File: src/rtl/tsi_pkg.sv
package tsi_pkg;
  localparam int BYTE_W  = 8;
  localparam int MSG_BIT = 8;
  localparam int HIZ_BIT = 9;
  localparam int CTRL_W  = 10;

  function automatic logic [BYTE_W-1:0] shift_in(logic [BYTE_W-2:0] prev, logic b);
    return {prev, b};
  endfunction

  function automatic logic [BYTE_W-1:0] pick_byte(logic msg, logic [BYTE_W-1:0] own,
                                                  logic [BYTE_W-1:0] fetched);
    return msg ? own : fetched;
  endfunction

  function automatic logic line_bit(logic oe, logic drive, logic msb);
    return oe & drive & msb;
  endfunction
endpackage

File: src/rtl/tsi_timebase.sv
module tsi_timebase #(
  parameter int CH = 8,
  localparam int CW = $clog2(CH)
) (
  input  logic          clk,
  input  logic          rst_n,
  output logic [2:0]    bit_idx,
  output logic [CW-1:0] slot,
  output logic          bank,
  output logic          last_bit,
  output logic          frame_end
);
  localparam logic [CW-1:0] LAST_SLOT = CW'(CH - 1);

  function automatic logic [CW-1:0] next_slot(logic [CW-1:0] s);
    return (s == LAST_SLOT) ? '0 : s + 1'b1;
  endfunction

  assign last_bit  = (bit_idx == 3'd7);
  assign frame_end = last_bit && (slot == LAST_SLOT);

  always_ff @(posedge clk or negedge rst_n) begin
    if (!rst_n) begin
      bit_idx <= '0;
      slot    <= '0;
      bank    <= 1'b0;
    end else begin
      bit_idx <= bit_idx + 3'd1;
      if (last_bit)  slot <= next_slot(slot);
      if (frame_end) bank <= ~bank;
    end
  end
endmodule

File: src/rtl/tsi_rx_store.sv
module tsi_rx_store
  import tsi_pkg::*;
#(
  parameter int N_IN = 4,
  parameter int CH   = 8,
  parameter int N_RD = 4,
  localparam int CW    = $clog2(CH),
  localparam int IW    = $clog2(N_IN),
  localparam int IDX_W = IW + CW,
  localparam int DEPTH = N_IN * CH
) (
  input  logic                               clk,
  input  logic                               rst_n,
  input  logic [N_IN-1:0]                    rx_i,
  input  logic                               wr_now,
  input  logic [CW-1:0]                      wr_slot,
  input  logic                               wr_bank,
  input  logic [N_RD-1:0][IDX_W-1:0]         rd_idx,
  output logic [N_RD-1:0][BYTE_W-1:0]        rd_byte
);
  logic [BYTE_W-2:0] sr [N_IN];
  logic [BYTE_W-1:0] dm [2*DEPTH];

  always_ff @(posedge clk or negedge rst_n) begin
    if (!rst_n) begin
      for (int s = 0; s < N_IN; s++) sr[s] <= '0;
    end else begin
      for (int s = 0; s < N_IN; s++) sr[s] <= shift_in(sr[s][BYTE_W-3:0], rx_i[s]);
    end
  end

  always_ff @(posedge clk or negedge rst_n) begin
    if (!rst_n) begin
      for (int i = 0; i < 2*DEPTH; i++) dm[i] <= '0;
    end else if (wr_now) begin
      for (int s = 0; s < N_IN; s++)
        dm[{wr_bank, IW'(s), wr_slot}] <= shift_in(sr[s], rx_i[s]);
    end
  end

  for (genvar r = 0; r < N_RD; r++) begin : g_rd
    assign rd_byte[r] = dm[{~wr_bank, rd_idx[r]}];
  end
endmodule

File: src/rtl/tsi_connect_mem.sv
module tsi_connect_mem
  import tsi_pkg::*;
#(
  parameter int N_OUT = 4,
  parameter int CH    = 8,
  parameter int CM_W  = 10,
  localparam int CW = $clog2(CH),
  localparam int OW = $clog2(N_OUT),
  localparam int AW = OW + CW
) (
  input  logic                         clk,
  input  logic                         rst_n,
  input  logic                         cpu_we_i,
  input  logic [AW-1:0]                cpu_addr_i,
  input  logic [CM_W-1:0]              cpu_wdata_i,
  output logic [CM_W-1:0]              cpu_rdata_o,
  input  logic [CW-1:0]                slot,
  output logic [N_OUT-1:0][CM_W-1:0]   slot_entry
);
  localparam logic [CM_W-1:0] RST_ENTRY = CM_W'(1) << HIZ_BIT;

  logic [CM_W-1:0] cm [N_OUT*CH];

  always_ff @(posedge clk or negedge rst_n) begin
    if (!rst_n) begin
      for (int i = 0; i < N_OUT*CH; i++) cm[i] <= RST_ENTRY;
      cpu_rdata_o <= '0;
    end else begin
      cpu_rdata_o <= cm[cpu_addr_i];
      if (cpu_we_i) cm[cpu_addr_i] <= cpu_wdata_i;
    end
  end

  for (genvar o = 0; o < N_OUT; o++) begin : g_lane_rd
    localparam logic [OW-1:0] OIDX = OW'(o);
    assign slot_entry[o] = cm[{OIDX, slot}];
  end
endmodule

File: src/rtl/tsi_tx_lane.sv
module tsi_tx_lane
  import tsi_pkg::*;
#(
  parameter int SRC_W = 5,
  parameter int CM_W  = 10
) (
  input  logic              clk,
  input  logic              rst_n,
  input  logic              load,
  input  logic              oe_i,
  input  logic [CM_W-1:0]   entry,
  input  logic [BYTE_W-1:0] fetch_byte,
  output logic [SRC_W-1:0]  src_idx,
  output logic              drive,
  output logic              tx,
  output logic              tx_oe
);
  logic [BYTE_W-1:0] shreg;

  if (SRC_W > BYTE_W) begin : g_ext_src
    assign src_idx = {entry[CM_W-1:CTRL_W], entry[BYTE_W-1:0]};
  end else begin : g_low_src
    assign src_idx = entry[SRC_W-1:0];
  end

  always_ff @(posedge clk or negedge rst_n) begin
    if (!rst_n) begin
      shreg <= '0;
      drive <= 1'b0;
    end else if (load) begin
      shreg <= pick_byte(entry[MSG_BIT], entry[BYTE_W-1:0], fetch_byte);
      drive <= ~entry[HIZ_BIT];
    end else begin
      shreg <= {shreg[BYTE_W-2:0], 1'b0};
    end
  end

  assign tx_oe = oe_i & drive;
  assign tx    = line_bit(oe_i, drive, shreg[BYTE_W-1]);
endmodule

File: src/rtl/tsi_switch.sv
module tsi_switch
  import tsi_pkg::*;
#(
  parameter int N_IN  = 4,
  parameter int N_OUT = 4,
  parameter int CH    = 8,
  localparam int CW    = $clog2(CH),
  localparam int ISW   = $clog2(N_IN),
  localparam int OSW   = $clog2(N_OUT),
  localparam int AW    = OSW + CW,
  localparam int SRC_W = ISW + CW,
  localparam int EXT_W = (SRC_W > BYTE_W) ? SRC_W - BYTE_W : 0,
  localparam int CM_W  = CTRL_W + EXT_W
) (
  input  logic             clk,
  input  logic             rst_n,
  input  logic [N_IN-1:0]  rx_i,
  input  logic             oe_i,
  input  logic             cpu_we_i,
  input  logic [AW-1:0]    cpu_addr_i,
  input  logic [CM_W-1:0]  cpu_wdata_i,
  output logic [CM_W-1:0]  cpu_rdata_o,
  output logic [N_OUT-1:0] tx_o,
  output logic [N_OUT-1:0] tx_oe_o
);
  logic [2:0]                      bit_idx;
  logic [CW-1:0]                   slot;
  logic                            bank;
  logic                            last_bit;
  logic                            frame_end;
  logic [N_OUT-1:0][CM_W-1:0]      slot_entry;
  logic [N_OUT-1:0][SRC_W-1:0]     src_idx;
  logic [N_OUT-1:0][BYTE_W-1:0]    fetch_byte;
  logic [N_OUT-1:0]                lane_drive;

  tsi_timebase #(.CH(CH)) u_time (
    .clk, .rst_n, .bit_idx, .slot, .bank, .last_bit, .frame_end
  );

  tsi_rx_store #(.N_IN(N_IN), .CH(CH), .N_RD(N_OUT)) u_store (
    .clk, .rst_n, .rx_i,
    .wr_now (last_bit),
    .wr_slot(slot),
    .wr_bank(bank),
    .rd_idx (src_idx),
    .rd_byte(fetch_byte)
  );

  tsi_connect_mem #(.N_OUT(N_OUT), .CH(CH), .CM_W(CM_W)) u_cmem (
    .clk, .rst_n, .cpu_we_i, .cpu_addr_i, .cpu_wdata_i, .cpu_rdata_o,
    .slot, .slot_entry
  );

  for (genvar o = 0; o < N_OUT; o++) begin : g_lane
    tsi_tx_lane #(.SRC_W(SRC_W), .CM_W(CM_W)) u_lane (
      .clk, .rst_n,
      .load      (last_bit),
      .oe_i,
      .entry     (slot_entry[o]),
      .fetch_byte(fetch_byte[o]),
      .src_idx   (src_idx[o]),
      .drive     (lane_drive[o]),
      .tx        (tx_o[o]),
      .tx_oe     (tx_oe_o[o])
    );
  end
endmodule

File: config.mk
export PLATFORM = sky130hd
export DESIGN_NAME = tsi_switch
export DESIGN_NICKNAME = d
export VERILOG_FILES = /design/src/rtl/tsi_pkg.sv /design/src/rtl/tsi_timebase.sv /design/src/rtl/tsi_rx_store.sv /design/src/rtl/tsi_connect_mem.sv /design/src/rtl/tsi_tx_lane.sv /design/src/rtl/tsi_switch.sv
export SDC_FILE = /design/constraint.sdc
export NUM_CORES = 2
export LEC_CHECK = 0
export BUFFER_PORTS_ARGS = -buffer_cell sky130_fd_sc_hd__buf_2
export CAP_MARGIN = 30
export CELL_PAD_IN_SITES_DETAIL_PLACEMENT = 1
export CELL_PAD_IN_SITES_GLOBAL_PLACEMENT = 2
export CORE_MARGIN = 2
export CORE_UTILIZATION = 43
export DETAILED_ROUTE_END_ITERATION = 6
export GPL_TIMING_DRIVEN = 1
export PLACE_DENSITY = 0.88
export SLEW_MARGIN = 20
export SYNTH_ARGS = -nofsm -noshare
export SYNTH_HDL_FRONTEND = slang
export SYNTH_SLANG_ARGS = --single-unit
File: constraint.sdc
create_clock -name clk -period 3.7 [get_ports clk]
set_clock_uncertainty 0.1 [all_clocks]
set_input_delay 0.185 -clock clk [delete_from_list [all_inputs] [get_ports clk]]
set_output_delay 0.185 -clock clk [all_outputs]
set_load 0.01 [all_outputs]
==> flow_summary.ini <==
[yosys]
synth-compound-area-share_pct = 7.067
synth_fp_nets = 5756
synth.area.mux_share_pct = 31.41
synthXorXnorAreaFrac_pct = 0.01502
synth-seq-area-share_pct = 39.25
async_reset_ff_share_pct = 100.0
ys_warn_count = 0
yosys.area_share.simple_pct = 17.27
synth-edff-count = 0
synthFlopType = dfrtp_1
syn_inst = 5726
synth_area_per_cell_sq_um = 10.18
synth-seq-cells = 913
synth_cell_type_count = 81
synth_top_family_by_area = multiplexers
synth_fa_ha_area_share_pct = 0.1502
netlist_area_sq_um = 58300

[cts]
cts-root-buf = clkbuf_16
clkSinkCount = 913
worstSkewPairLatency_ns = 0.75
htreeDepth = 3
cts_buffer_depth = 3
cts_tree = built
clkSlewWorstSetupHoldPaths_ns = 0.07
cts_buffers = 104

[outcome]
violations = design-rule violations, negative setup slack
status = complete, but fails checks

[hold_path]
hp-class = input pin to async pin

[power_and_ir_drop]
totalPowerFinal_uw = 34440
peakVddDrop_mv = 0.4437
p_clk_share_pct = 32.6
share_comb_of_total_power_pct = 32.0
p_leak_uw = 0.02805
p_sw_share_pct = 37.05
pwr-share-seq_pct = 35.4
p_int_uw = 21680
power_density_nw_per_um2 = 519.6
p_sw_uw = 12760

[grt]
grt_util_all_layers_pct = 37.37
grt_pass1_vias = 54180
grt_max_degree = 137
antenna_found_initial = 3
grt_overflow = 0
grt_pass1_wl_microns = 382200

[floorplan]
coreArea_sq_um = 135000
die_w_microns = 372.2
die_area_sq_um = 138600
die_h_microns = 372.2
start_util_pct = 43.20
rows = 135
io_pins = 41

[sta]
setup_slack_ns = -0.02241
layout_min_cycle_time_ns = 3.722
max-slew-margin-rel_pct = 31.38
finalSetupViolCount = 3
final-max-slew-violation-count = 0
max_freq_mhz = 268.6
tightestPinTransition_ns = 1.029
period_share_pct = 100.6
hold_violations = 0

[drt]
vias = 52810
dr.pass1.iters = 7
drt.antenna.violating_nets = 0
wl_per_cell_microns = 34.14
via_per_inst = 6.895
totalWireLength_microns = 261500
drcViolationCount = 3
drt_iter0_markers = 6913

[worst_setup_path]
r2r-start = u_time.slot[0]$_DFFE_PN0P_
critPathKind = flop to flop
rrSetupSlack_ns = -0.02
crit_fanout = 17
crit_arrival_ns = 4.27
cp.required_ns = 4.25
end_kind = flop
start_kind = flop
cp-startpoint = u_time.slot[0]$_DFFE_PN0P_

[cells_and_area]
final_nets = 5822
final_cell_mix = nand2_1 (1328), dfrtp_1 (877), mux2_2 (842), nand3_1 (628), buf_4 (321)
area_delta_synth_final_pct = 13.66
drive_gt1_share_pct = 31.29
final_common_cell = nand2_1

[placed_design]
dp_hpwl_microns = 172000
port_buffers = 40
gp_congestion = 0.9608
pre_cts_slack_ns = -0.1810

[job]
cap_viol_max_count = 0
-- layer usage --
metal / wire [microns] / part of all wire, % / global-route usage (%)
met1: 100100 / 38 / 48.42
met5: 18 / 0.0069 / 0
met3: 27090 / 10 / 8.846
met2: 117200 / 45 / 57.21
met4: 17120 / 6.5 / 21.50
-- synthesized netlist by cell type, types with 11 or more instances --
cell type	count	area [sq um]
a211oi_1	47	352.8
a21oi_1	73	365.4
a22oi_1	71	533.0
a311oi_1	34	297.8
a31oi_1	65	406.6
a32oi_1	59	516.8
a41oi_1	22	192.7
and2_1	31	193.9
and3_1	25	156.4
buf_1	52	195.2
buf_2	125	625.6
buf_4	75	563.0
buf_6	29	326.6
clkbuf_1	207	777.0
dfrtp_1	881	22050
dfstp_2	32	840.8
inv_1	15	56.30
mux2_2	842	9482
mux2i_1	303	3033
mux4_1	11	289.0
mux4_2	239	5383
nand2_1	1340	5030
nand3_1	636	3183
nand4_1	47	294.0
nor2_1	123	461.7
nor2b_1	20	125.1
nor3_1	52	260.3
nor4_1	13	81.33
o2111ai_1	14	122.6
o211ai_1	47	352.8
o21ai_0	34	170.2
o21ai_1	13	65.06
-- repair_timing --
action,in CTS,in global routing
hold buffers,13,0
endpoints found under the hold margin,654,0
cloned,0,2
gates resized for setup,2,17
endpoints found under the setup margin,4,17
buffers inserted,8,10
pin swaps,0,3
-- final timing paths --
check / to / cells after the start
setup / recovery: g_lane[2].u_lane.shreg[5]$_DFF_PN0_ / 12
hold / removal: u_store.dm[185]$_DFFE_PN0P_ / 3
setup reg to reg: g_lane[2].u_lane.shreg[5]$_DFF_PN0_ / 12
hold reg to reg: u_time.bit_idx[0]$_DFF_PN0_ / 1
max in group asynchronous: u_store.dm[455]$_DFFE_PN0P_ / 4
min in group clk: u_cmem.cm[27]$_DFFE_PN0P_ / 2
-- critical path: stages, from the launching register on --
cell	delay (ns)
dfrtp_4	0.64
nor2b_1	0.62
a22oi_1	0.27
buf_4	0.21
nand2_4	0.21
buf_12	0.21
buf_12	0.16
nand2_1	0.06
nand3_1	0.11
a21oi_1	0.08
nor4_1	0.34
nand3_1	0.29
a32oi_1	0.29
-- layout make-up --
| class | instances | area [sq um] |
|---|---|---|
| clock inverter | 55 | 719.4 |
| sequential | 913 | 22900 |
| antenna | 2 | 5.005 |
| multi-input combinational | 4294 | 32910 |
| inverter | 16 | 60.06 |
| clock buffer | 136 | 2893 |
| tap | 1781 | 2228 |
| timing repair buffer | 463 | 4553 |
| fill | 14430 | 68690 |
-- stage by stage --
stage                     util (%)  std cells  hold slack [ns]  instance area [sq um]   TNS, ns
after global routing         49.10       7658          0.07152                  66260  -0.04561
after floorplan                  -       5726          -0.2106                  58300         0
after CTS                    48.95       7645         0.009200                  66060         0
after global placement       46.09       7432          0.04664                  62200  -0.09382
final                        49.10       7660          0.04810                  66270  -0.02655
after detailed placement     46.09       7433          0.05120                  62210   -0.2719
-- power groups by stage --
stage / combinational [uW] / clock (uW) / sequential (uW)
floorplan: 6230 / 0 / 11700
global placement: 10200 / 0 / 12100
CTS: 10600 / 11300 / 12100
finish: 11000 / 11200 / 12200
global route: 11400 / 11700 / 12200
detailed placement: 10400 / 0 / 12200
-- cell families after synthesis --
| logic type | Yosys count |
|---|---|
| AND/OR/NAND/NOR | 2323 |
| multiplexers | 1401 |
| flip-flops | 913 |
| AO/OA/AOI/OAI | 561 |
| buffers and inverters | 520 |
| adder cells (fa/ha/maj) | 7 |
| XOR/XNOR | 1 |
-- state kept, by name, indices dropped and copies added (netlist names) --
name and count:
u_store.dm 512, u_store.sr 28, g_lane.u_lane.shreg 32, u_time.slot 3, u_cmem.cm 320, u_cmem.cpu_rdata_o 10
u_time.bit_idx 3, u_time.bank 1, g_lane.u_lane.drive 4
(Power assumes the default switching activity.)
